$ cat src/rtl/burst_seq_pkg.sv
package burst_seq_pkg;

  typedef struct packed {
    logic       legal;    // length code names a real length
    logic       ilv_ok;   // length usable with interleaved order
    logic       page;     // full-page burst
    logic [3:0] last;     // beats minus one (unused for page)
  } len_info_t;

  function automatic len_info_t decode_len(input logic [2:0] code);
    len_info_t r;
    r = '0;
    unique case (code)
      3'd0: begin r.legal = 1'b1; r.last = 4'd0; end
      3'd1: begin r.legal = 1'b1; r.last = 4'd1; end
      3'd2: begin r.legal = 1'b1; r.ilv_ok = 1'b1; r.last = 4'd3; end
      3'd3: begin r.legal = 1'b1; r.ilv_ok = 1'b1; r.last = 4'd7; end
      3'd7: begin r.legal = 1'b1; r.page = 1'b1; end
      default: r = '0;
    endcase
    return r;
  endfunction

endpackage

$ cat src/rtl/bsq_rst_sync.sv
module bsq_rst_sync #(
  parameter int STAGES = 2
) (
  input  logic clk,
  input  logic rst_n_in,
  output logic rst_n_out
);
  logic [STAGES-1:0] sync_q;

  always_ff @(posedge clk or negedge rst_n_in) begin
    if (!rst_n_in) sync_q <= '0;
    else           sync_q <= {sync_q[STAGES-2:0], 1'b1};
  end

  assign rst_n_out = sync_q[STAGES-1];
endmodule

$ cat src/rtl/bsq_mode_reg.sv
module bsq_mode_reg #(
  parameter int LAT_W   = 3,
  parameter int MAX_LAT = 3,
  localparam int LV_W   = $clog2(MAX_LAT + 1)
) (
  input  logic             clk,
  input  logic             rst_n,
  input  logic             we,
  input  logic             ilv_in,
  input  logic [LAT_W-1:0] lat_in,
  output logic             ilv,
  output logic [LV_W-1:0]  lat,
  output logic             lat_ok
);
  logic             ilv_q, ilv_d;
  logic [LAT_W-1:0] code_q, code_d;

  always_comb begin
    ilv_d  = ilv_q;
    code_d = code_q;
    if (we) begin
      ilv_d  = ilv_in;
      code_d = lat_in;
    end
  end

  always_ff @(posedge clk or negedge rst_n) begin
    if (!rst_n) begin
      ilv_q  <= 1'b0;
      code_q <= LAT_W'(1);
    end else begin
      ilv_q  <= ilv_d;
      code_q <= code_d;
    end
  end

  // codes 1..MAX_LAT are latencies, everything else is reserved
  assign lat_ok = (code_q != '0) && (int'(code_q) <= MAX_LAT);
  assign lat    = lat_ok ? LV_W'(code_q) : LV_W'(1);
  assign ilv    = ilv_q;

  AST_MODE_LOAD: assert property (@(posedge clk) disable iff (!rst_n)
    we |=> (ilv == $past(ilv_in)));
endmodule

$ cat src/rtl/bsq_addr_gen.sv
module bsq_addr_gen #(
  parameter int COL_W = 8
) (
  input  logic             clk,
  input  logic             rst_n,
  input  logic             start,
  input  logic             start_read,
  input  logic [COL_W-1:0] start_col,
  input  logic             start_ilv,
  input  logic             start_page,
  input  logic [COL_W-1:0] start_last,
  input  logic             terminate,
  output logic [COL_W-1:0] col,
  output logic             col_valid,
  output logic             rd_strobe
);
  logic             active_q, active_d;
  logic             read_q, read_d;
  logic             ilv_q, ilv_d;
  logic             page_q, page_d;
  logic [COL_W-1:0] base_q, base_d;
  logic [COL_W-1:0] beat_q, beat_d;
  logic [COL_W-1:0] last_q, last_d;
  logic             load_en;

  assign load_en = start;

  always_comb begin
    active_d = active_q;
    read_d   = read_q;
    ilv_d    = ilv_q;
    page_d   = page_q;
    base_d   = base_q;
    beat_d   = beat_q;
    last_d   = last_q;
    if (load_en) begin
      active_d = 1'b1;
      read_d   = start_read;
      ilv_d    = start_ilv;
      page_d   = start_page;
      base_d   = start_col;
      beat_d   = '0;
      last_d   = start_last;
    end else if (active_q) begin
      if (terminate) begin
        active_d = 1'b0;
      end else if (!page_q && beat_q == last_q) begin
        active_d = 1'b0;
      end else begin
        beat_d = beat_q + COL_W'(1);
      end
    end
  end

  always_ff @(posedge clk or negedge rst_n) begin
    if (!rst_n) active_q <= 1'b0;
    else        active_q <= active_d;
  end

  // burst descriptor: no reset needed, qualified by active_q
  always_ff @(posedge clk) begin
    read_q <= read_d;
    ilv_q  <= ilv_d;
    page_q <= page_d;
    base_q <= base_d;
    beat_q <= beat_d;
    last_q <= last_d;
  end

  // interleaved bursts use last_q (3 or 7) as the flip mask
  always_comb begin
    if (ilv_q) col = (base_q & ~last_q) | ((base_q ^ beat_q) & last_q);
    else       col = base_q + beat_q;
  end

  assign col_valid = active_q;
  assign rd_strobe = active_q & read_q;

  AST_TERM_STOPS: assert property (@(posedge clk) disable iff (!rst_n)
    (terminate && !start) |=> !col_valid);
  AST_FIRST_BEAT: assert property (@(posedge clk) disable iff (!rst_n)
    start |=> (col_valid && col == $past(start_col)));
  AST_ILV_UPPER: assert property (@(posedge clk) disable iff (!rst_n)
    (col_valid && ilv_q) |-> ((col | last_q) == (base_q | last_q)));
endmodule

$ cat src/rtl/bsq_rd_pipe.sv
module bsq_rd_pipe #(
  parameter int MAX_LAT = 3,
  localparam int LV_W   = $clog2(MAX_LAT + 1)
) (
  input  logic            clk,
  input  logic            rst_n,
  input  logic            strobe,
  input  logic [LV_W-1:0] lat,
  output logic            rd_valid
);
  logic [MAX_LAT-1:0] hist_q, hist_d;

  always_comb begin
    hist_d[0] = strobe;
    for (int k = 1; k < MAX_LAT; k++) hist_d[k] = hist_q[k-1];
  end

  always_ff @(posedge clk or negedge rst_n) begin
    if (!rst_n) hist_q <= '0;
    else        hist_q <= hist_d;
  end

  always_comb begin
    rd_valid = 1'b0;
    for (int k = 0; k < MAX_LAT; k++)
      if (int'(lat) == k + 1) rd_valid = hist_q[k];
  end

  AST_RDV_DELAYED: assert property (@(posedge clk) disable iff (!rst_n)
    (strobe && lat == LV_W'(1)) |=> rd_valid);
endmodule

$ cat src/rtl/burst_col_seq.sv
module burst_col_seq #(
  parameter int COL_W   = 8,
  parameter int LAT_W   = 3,
  parameter int MAX_LAT = 3,
  localparam int LV_W   = $clog2(MAX_LAT + 1)
) (
  input  logic             clk,
  input  logic             rst_n,
  input  logic             mode_we,
  input  logic             mode_ilv,
  input  logic [LAT_W-1:0] mode_lat,
  input  logic             cmd_valid,
  input  logic             cmd_read,
  input  logic [COL_W-1:0] cmd_col,
  input  logic [2:0]       cmd_len,
  input  logic             terminate,
  output logic [COL_W-1:0] col_addr,
  output logic             col_valid,
  output logic             rd_valid,
  output logic             cmd_err
);
  import burst_seq_pkg::*;

  logic            rst_n_s;
  logic            ilv;
  logic [LV_W-1:0] lat_cur;
  logic            lat_ok;
  len_info_t       li;
  logic            accept;
  logic            err_q, err_d;
  logic [LV_W-1:0] lat_q, lat_d;
  logic            rd_strobe;

  bsq_rst_sync #(.STAGES(2)) u_rst (
    .clk(clk), .rst_n_in(rst_n), .rst_n_out(rst_n_s)
  );

  bsq_mode_reg #(.LAT_W(LAT_W), .MAX_LAT(MAX_LAT)) u_mode (
    .clk(clk), .rst_n(rst_n_s), .we(mode_we), .ilv_in(mode_ilv),
    .lat_in(mode_lat), .ilv(ilv), .lat(lat_cur), .lat_ok(lat_ok)
  );

  always_comb begin
    li     = decode_len(cmd_len);
    accept = cmd_valid && lat_ok && li.legal && (!ilv || li.ilv_ok);
    err_d  = cmd_valid && !accept;
    lat_d  = accept ? lat_cur : lat_q;
  end

  always_ff @(posedge clk or negedge rst_n_s) begin
    if (!rst_n_s) begin
      err_q <= 1'b0;
      lat_q <= LV_W'(1);
    end else begin
      err_q <= err_d;
      lat_q <= lat_d;
    end
  end

  bsq_addr_gen #(.COL_W(COL_W)) u_addr (
    .clk(clk), .rst_n(rst_n_s), .start(accept), .start_read(cmd_read),
    .start_col(cmd_col), .start_ilv(ilv), .start_page(li.page),
    .start_last(COL_W'(li.last)), .terminate(terminate),
    .col(col_addr), .col_valid(col_valid), .rd_strobe(rd_strobe)
  );

  bsq_rd_pipe #(.MAX_LAT(MAX_LAT)) u_rd (
    .clk(clk), .rst_n(rst_n_s), .strobe(rd_strobe), .lat(lat_q),
    .rd_valid(rd_valid)
  );

  assign cmd_err = err_q;

  AST_REJECT_NO_BURST: assert property (@(posedge clk) disable iff (!rst_n_s)
    (cmd_valid && !accept && !col_valid) |=> !col_valid);
  AST_ERR_ONE_CYCLE: assert property (@(posedge clk) disable iff (!rst_n_s)
    (cmd_err && !cmd_valid) |=> !cmd_err);
endmodule

$ cat config.mk
export PLATFORM = sky130hd
export DESIGN_NAME = burst_col_seq
export DESIGN_NICKNAME = d
export VERILOG_FILES = /design/src/rtl/burst_seq_pkg.sv /design/src/rtl/bsq_rst_sync.sv /design/src/rtl/bsq_mode_reg.sv /design/src/rtl/bsq_addr_gen.sv /design/src/rtl/bsq_rd_pipe.sv /design/src/rtl/burst_col_seq.sv
export SDC_FILE = /design/constraint.sdc
export NUM_CORES = 1
export LEC_CHECK = 0
export ABC_AREA = 0
export ABC_CLOCK_PERIOD_IN_PS = 2600
export BUFFER_PORTS_ARGS = -buffer_cell sky130_fd_sc_hd__buf_4
export CORE_AREA = 2 2 64 66
export DETAILED_ROUTE_END_ITERATION = 16
export DIE_AREA = 0 0 66 68
export PLACE_DENSITY = 0.77
export SLEW_MARGIN = 10
export SYNTH_ARGS = -nofsm -noshare
export SYNTH_HDL_FRONTEND = slang
export SYNTH_HIERARCHICAL = 1
export SYNTH_SLANG_ARGS = --single-unit
$ cat constraint.sdc
create_clock -name clk -period 2.6 [get_ports clk]
set_input_delay 0.26 -clock clk [delete_from_list [all_inputs] [get_ports clk]]
set_output_delay 0.26 -clock clk [all_outputs]
set_load 0.05 [all_outputs]
==> out/metrics.csv, run 1 <==
stage;metric;value;unit
run_status;status;complete, no violations;
floorplanning;Vert. Die Dim;68;µm
grt;largest net degree at the start of global routing;15;
sta;final hold violations;0;
final_layout;Reg area;1060;µm²
cts;CTS tree;built;
final_layout;area of the multi-input gates;976;µm²
final_layout;Filler Cell Count;319;
floorplanning;Initial Utilization;53.4;%
cts;root buf cell;clkbuf_8;
pwr;peak supply drop;0.445;mV
floorplanning;num ports;32;
final_layout;ant diodes;0;
worst_setup_path;nature of the critical path endpoint;primary output;
worst_setup_path;Worst setup SP type;flip-flop;
worst_setup_path;Critical Path AT;2.30;ns
route;per-cell routed wire length;13.4;µm
synth;adder-cell share of the synthesized area;5.83;%
grt;vias in the first global route;1338;
floorplanning;die area;4490;µm²
synth;Synth top area share;27.7;%
place;final RePlAce weighted congestion;0.780;
route;total wire length;3.76;mm
route;met2 routed WL;1.88;mm
final_layout;area grow syn2layout;22.7;%
worst_setup_path;CP Class;reg -> out;
route;top routing layer in use;met4;
cts;Worst-Skew Late Latency;0.29;ns
grt;first-pass GRT wire length;5.98;mm
route;drt drc;0;
synth;main combinational cell family by area after synthesis;simple AND/OR/NAND/NOR gates;
cts;CTS clk-pin slew, worst paths;0.08;ns
synth;Yosys cell types;49;
synth;Async S/R FF share, synth;32.5;%
sta;Slew Limit Fails;0;
route;Vias/cell;5.23;
worst_setup_path;crit path max fanout;3;
grt;initial antenna violation count;0;
cts;Sink Count;40;
final_layout;commonest non-fill, non-tap cell in the layout;buf_4;
final_layout;commonest non-fill, non-tap cells in the layout;buf_4, edfxtp_1, nor2_1;
grt;Global Route Usage Sum;18.2;%
min_path;min-delay worst type;in -> reg;
worst_setup_path;data required time of the worst path;2.34;ns
pwr;Power Total;0.00159;W
synth;top_reg_cell synth;edfxtp_1;
route;metal3 WL;155;µm
synth;Synth Area in Simple Gates;16.5;%
route;DR vias;1464;
floorplanning;core area;3860;µm²
pwr;P_leak;1.11;nW
sta;Fin Clk Skew;0.00748;ns
sta;period utilisation layout;98.5;%
route;drt pass-1 iters;4;
sta;Final setup viols;0;
synth;Synth Register Bits;40;
synth;sequential area share after synthesis;51.4;%
route;Post-Route M1 WL;1.63;mm
synth;Gate Count Post-Synth;182;
synth;Synth Cell Area;2060;µm²
cts;maximum buffer depth of the clock tree;2;
min_path;hold path cells;1;
synth;number of flops mapped to enable cells by yosys;19;
sta;RSZ-0062 raised after global routing;true;
pwr;Pwr Density;629;nW/µm²
cts;H-Tree Depth;2;
sta;FMAX;390;MHz
route;Detail Route Antenna Nets;0;
synth;complex-gate fraction of the synthesized area;10.5;%
job;max_cap viols;0;
synth;yosys warns;6;
sta;Setup TNS;0;ns
place;Final HPWL DP;2.83;mm
place;IO buf count;31;
worst_setup_path;r2r worst-path depth;6;
final_layout;nets;259;
grt;gr ovfl total;0;
floorplanning;Rows;23;
synth;Area contributors post-synth;edfxtp_1, dfrtp_1, dfxtp_1;
synth;area leader, netlist;edfxtp_1;
final_layout;ratio of cells with drive above 1 in the final layout;32.6;%
sta;post-layout minimum cycle time;2.56;ns
synth;Synth Area in XOR/XNOR;4.25;%
synth;multiplexer area fraction after synthesis;8.44;%
route;initial DRC count;44;
cts;Num CTS Buffers;5;
synth;Avg Inst Size Synth;11.3;µm²
floorplanning;DIE WIDTH;66;µm
-- state kept, by name, summed over array words and instances (netlist names), 2 cells and up --
signal and count:
u_mode/code_q 3, lat_q 2, u_addr/beat_q 8, u_addr/last_q 8, u_rd/hist_q 3, u_rst/sync_q 2
u_addr/base_q 8
-- power breakdown --
group | switching [W] | internal, W
clock | 0.000227 | 0.000190
sequential | 0.0000444 | 0.000721
combinational | 0.000231 | 0.000176
total | 0.000502 | 0.00109
-- metrics by stage --
step / instances / hold WS, ns / utilization (%) / cell area (µm²) / setup slack (ns)
CTS: 279 / 0.122 / 65.1 / 2510 / 0.0348
floorplan: 186 / -0.0356 / - / 2080 / 0.115
detailed placement: 269 / 0.0426 / 62.2 / 2400 / 0.211
finish: 280 / 0.135 / 65.5 / 2530 / 0.0388
global placement: 269 / 0.0431 / 62.2 / 2400 / 0.241
global route: 280 / 0.120 / 65.5 / 2530 / -0.0718
-- layout make-up --
cell class	instances	area share, %
clock buffers	5	2.72
clock inverters	3	0.842
inverters	9	1.34
multi-input cells	133	38.6
flip-flops and latches	40	42.0
well taps	50	2.48
repair buffers	40	12.0
-- final timing paths --
| kind | start | to | slack [ns] |
|---|---|---|---|
| setup / recovery | u_addr/base_q[0]$_DFFE_PP_ | col_addr[6] | 0.04 |
| hold / removal | cmd_read | u_addr/read_q$_DFFE_PP_ | 0.14 |
| setup reg to reg | u_mode/ilv$_DFFE_PN0P_ | u_addr/base_q[4]$_DFFE_PP_ | 0.70 |
| hold reg to reg | u_rst/sync_q[1]$_DFF_PN0_ | lat_q[1]$_DFFE_PN0P_ | 0.18 |
| max in group asynchronous | u_rst/sync_q[1]$_DFF_PN0_ | u_mode/code_q[0]$_DFFE_PN1P_ | 2.09 |
| min in group asynchronous | u_rst/sync_q[1]$_DFF_PN0_ | lat_q[1]$_DFFE_PN0P_ | 0.18 |
-- per-layer routing --
layer / vias to the layer above / global-route usage, %
met5: - / 0
met4: 0 / 8.16
met3: 6 / 5.10
met2: 30 / 30.9
met1: 686 / 21.8
li1: 742 / -
-- critical path, cell delays in order, from the launching register on --
cell      delay [ns]
edfxtp_1        0.37
ha_2            0.19
inv_2           0.04
fa_2            0.34
nor2b_2         0.14
o21a_1          0.17
o21ai_2         0.07
a2111o_1        0.37
o211ai_1        0.10
buf_4           0.22
-- cells in the mapped netlist, types with 2 or more instances --
library cell / count
nor4_1: 3
mux2_2: 8
and2_1: 3
o31ai_1: 2
nor2b_1: 8
o21ai_0: 5
clkbuf_1: 3
nand2_1: 9
o211ai_1: 2
nand4_1: 3
ha_1: 8
dfxtp_1: 8
conb_1: 2
nor3_1: 5
dfstp_2: 2
mux2_1: 3
dfrtp_1: 11
or2b_1: 2
xor2_1: 9
inv_1: 8
nand3b_1: 3
and3_1: 2
a31o_2: 3
edfxtp_1: 19
a21oi_1: 8
nor2_1: 16
mux2i_1: 5
-- kinds of logic after synthesis --
kind of cell	count (synthesis)
compound gates	30
flops	40
mux	16
simple gates	62
other cells	2
fa+ha+maj	9
xor+xnor	10
buf+inv	13
-- what timing repair did --
item                                    4_1_cts  5_1_grt
resized for setup                             3        5
hold buffers                                  1        0
endpoints found under the setup margin        1        1
hold endpoints to repair                      2        0
buffers inserted                              1        1
pin swaps                                     0        1
(Power assumes the default switching activity.)
==> run 2, diff against run 1 <==
BUFFER_PORTS_ARGS = not set   (was -buffer_cell sky130_fd_sc_hd__buf_4)
CORE_AREA = 2 2 61 63   (was 2 2 64 66)
DIE_AREA = 0 0 63 65   (was 0 0 66 68)
DONT_BUFFER_PORTS = 1   (was not set)
PLACE_DENSITY = 0.76   (was 0.77)
==> out/metrics.csv, run 2 (same netlist as run 1, synthesis figures left out) <==
stage;metric;value;unit;change
cts;maximum buffer depth of the clock tree;2;;unchanged
cts;Worst-Skew Late Latency;0.34;ns;was 0.29 ns
pwr;Sw Share;31.2;%;was 31.6%
final_layout;Filler Cell Count;275;;was 319
final_layout;post-route insts no fill;266;;was 280
run_status;failing checks;setup timing;;
pwr;peak supply drop;0.471;mV;was 0.445 mV
sta;Slew @ Worst Pin;0.642;ns;
min_path;hold path cells;1;;unchanged
place;pre-CTS WS;-0.00925;ns;was 0.211 ns
final_layout;area grow syn2layout;20.0;%;was 22.7%
worst_setup_path;crit path max fanout;3;;unchanged
sta;Final Worst Setup Slack;-0.0688;ns;was 0.0388 ns
sta;FMAX;375;MHz;was 390 MHz
cts;Sink Count;40;;unchanged
worst_setup_path;nature of the critical path endpoint;primary output;;unchanged
sta;period utilisation layout;103;%;was 98.5%
grt;initial antenna violation count;0;;unchanged
grt;gr ovfl total;0;;unchanged
sta;Worst slew margin;57.2;%;
route;total wire length;4.41;mm;was 3.76 mm
final_layout;post-layout util;70.7;%;was 65.5%
grt;global route hottest layer;met2;;unchanged
sta;final hold violations;0;;unchanged
worst_setup_path;CP max stage cell;edfxtp_1;;unchanged
final_layout;commonest non-fill, non-tap cell in the layout;edfxtp_1;;was buf_4
sta;Final setup viols;1;;was 0
place;placed cells;241;;was 269
floorplanning;die area;4100;µm²;was 4490 µm²
pwr;Sw Pwr;0.000500;W;was 0.000502 W
final_layout;largest registers;u_addr/base_q (8), u_addr/beat_q (8), u_addr/last_q (8);;unchanged
min_path;WHS Endpoint;cmd_err$_DFF_PN0_;;was u_addr/read_q$_DFFE_PP_
pwr;sequential power share;48.6;%;was 48.1%
worst_setup_path;Worst R2R Setup Slack;0.70;ns;about the same
place;final RePlAce weighted congestion;0.867;;was 0.780
cts;CTS tree;built;;unchanged
run_status;status;complete, but fails checks;;was complete, no violations
grt;met3 GRT Util;6.08;%;was 5.10%
sta;post-layout minimum cycle time;2.67;ns;was 2.56 ns
final_layout;nets;247;;was 259
grt;first-pass GRT wire length;7.09;mm;was 5.98 mm
floorplanning;Rows;22;;was 23
final_layout;design area;2470;µm²;was 2530 µm²
sta;Slew Limit Fails;0;;unchanged
worst_setup_path;Reg2Reg Launch Point;u_mode/ilv$_DFFE_PN0P_;;unchanged
pwr;Pwr Density;649;nW/µm²;was 629 nW/µm²
pwr;Int Pwr;0.00110;W;was 0.00109 W
final_layout;commonest non-fill, non-tap cells in the layout;edfxtp_1, buf_4, nor2_1;;was buf_4, edfxtp_1, nor2_1
min_path;Hold Crit Start;cmd_valid;;was cmd_read
final_layout;ant diodes;0;;unchanged
cts;CTS clk-pin slew, worst paths;0.11;ns;was 0.08 ns
place;Final HPWL DP;3.05;mm;was 2.83 mm
sta;RSZ-0062 raised after global routing;true;;unchanged
worst_setup_path;crit path cell chain;ha_2 -> inv_2 -> fa_2 -> nor2b_2 -> o21a_1 -> o21ai_2 -> a2111o_1 -> o211ai_1 -> buf_4;;unchanged
grt;largest net degree at the start of global routing;21;;was 15
sta;Setup TNS;-0.0688;ns;was 0 ns
pwr;combinational power share;26.4;%;was 25.6%
grt;met2 usage;43.8;%;was 30.9%
worst_setup_path;Crit path largest cell delay;0.38;ns;was 0.37 ns
worst_setup_path;Worst setup SP type;flip-flop;;unchanged
grt;Global Route Usage Sum;23.2;%;was 18.2%
grt;vias in the first global route;1550;;was 1338
route;per-cell routed wire length;16.6;µm;was 13.4 µm
job;max_cap viols;0;;unchanged
grt;met1 usage;23.8;%;was 21.8%
place;IO buf count;0;;was 31
floorplanning;Vert. Die Dim;65;µm;was 68 µm
pwr;P_leak;1.05;nW;was 1.11 nW
route;drt pass-1 iters;5;;was 4
sta;Fin Clk Skew;0.00491;ns;was 0.00748 ns
cts;H-Tree Depth;2;;unchanged
floorplanning;core area;3500;µm²;was 3860 µm²
worst_setup_path;r2r worst-path depth;5;;was 6
worst_setup_path;Critical Path AT;2.41;ns;was 2.30 ns
floorplanning;Initial Utilization;58.9;%;was 53.4%
worst_setup_path;data required time of the worst path;2.34;ns;about the same
worst_setup_path;worst reg2reg endpoint;u_addr/last_q[4]$_DFFE_PP_;;was u_addr/base_q[4]$_DFFE_PP_
route;drt drc;0;;unchanged
min_path;min-delay worst type;in -> reg;;unchanged
floorplanning;DIE WIDTH;63;µm;was 66 µm
cts;Num CTS Buffers;5;;unchanged
pwr;Clock Power Share;25.0;%;was 26.2%
route;Detail Route Antenna Nets;0;;unchanged
worst_setup_path;CP Class;reg -> out;;unchanged
route;initial DRC count;71;;was 44
final_layout;ratio of cells with drive above 1 in the final layout;27.1;%;was 32.6%
route;DR vias;1505;;was 1464
route;Vias/cell;5.66;;was 5.23
cts;root buf cell;clkbuf_4;;was clkbuf_8
place;Post-DP Area;2200;µm²;was 2400 µm²
floorplanning;num ports;32;;unchanged
==> run 2: final cells by class <==
class	count	area [µm²]	share of cell area (%)
Inverter	9	33.8	1.37
Sequential cell	40	1060	43.1
Tap cell	48	60.1	2.43
Multi-Input combinational cell	133	998	40.4
Clock buffer	5	37.5	1.52
Clock inverter	3	41.3	1.67
Timing Repair Buffer	28	235	9.52
==> run 2: critical path, delay by kind of cell, from the launching register on <==
kind / cells / cell delay [ns]
AO/OA/AOI/OAI: 4 / 0.71
adder cells (fa/ha/maj): 2 / 0.54
flip-flops: 1 / 0.38
buffers and inverters: 2 / 0.27
AND/OR/NAND/NOR: 1 / 0.16
==> run 2: stage by stage <==
stage | hold WS, ns | total power (W)
after floorplan | -0.0356 | 0.00105
after global placement | -0.0355 | 0.00111
after detailed placement | -0.0355 | 0.00113
after CTS | 0.0143 | 0.00158
after global routing | 0.00896 | 0.00168
final | 0.0351 | 0.00160
==> run 2: layer usage <==
metal / vias up / routed length (µm)
li1: 721 / -
met1: 719 / 1690
met2: 55 / 2360
met3: 10 / 275
met4: 0 / 92
met5: - / 0
==> run 2: how the worst max path moves through the flow <==
stage	startpoint	end	depth (start not counted)
final	u_addr/base_q[0]$_DFFE_PP_	col_addr[6]	9
after global routing	u_addr/base_q[0]$_DFFE_PP_	col_addr[6]	9
after CTS	u_addr/base_q[0]$_DFFE_PP_	col_addr[6]	9
after detailed placement	u_addr/beat_q[0]$_SDFFE_PP0P_	col_addr[6]	9
after global placement	u_addr/beat_q[0]$_SDFFE_PP0P_	col_addr[6]	9
after floorplan	u_addr/beat_q[0]$_SDFFE_PP0P_	col_addr[6]	8
==> run 2: what timing repair did <==
item | in CTS | in global routing
pin swaps | 2 | 2
gates resized for setup | 8 | 6
buffers inserted | 5 | 2
hold buffers | 10 | 0
endpoints found under the hold margin | 11 | 0
setup endpoints to repair | 2 | 4
==> run 2: power by group through the flow <==
stage	sequential, W	clock (W)	combinational (W)
4_1_cts	0.000776	0.000416	0.000392
6_report	0.000779	0.000401	0.000423
5_1_grt	0.000788	0.000440	0.000457
3_3_place_gp	0.000788	0	0.000324
2_1_floorplan	0.000781	0	0.000265
3_5_place_dp	0.000794	0	0.000335
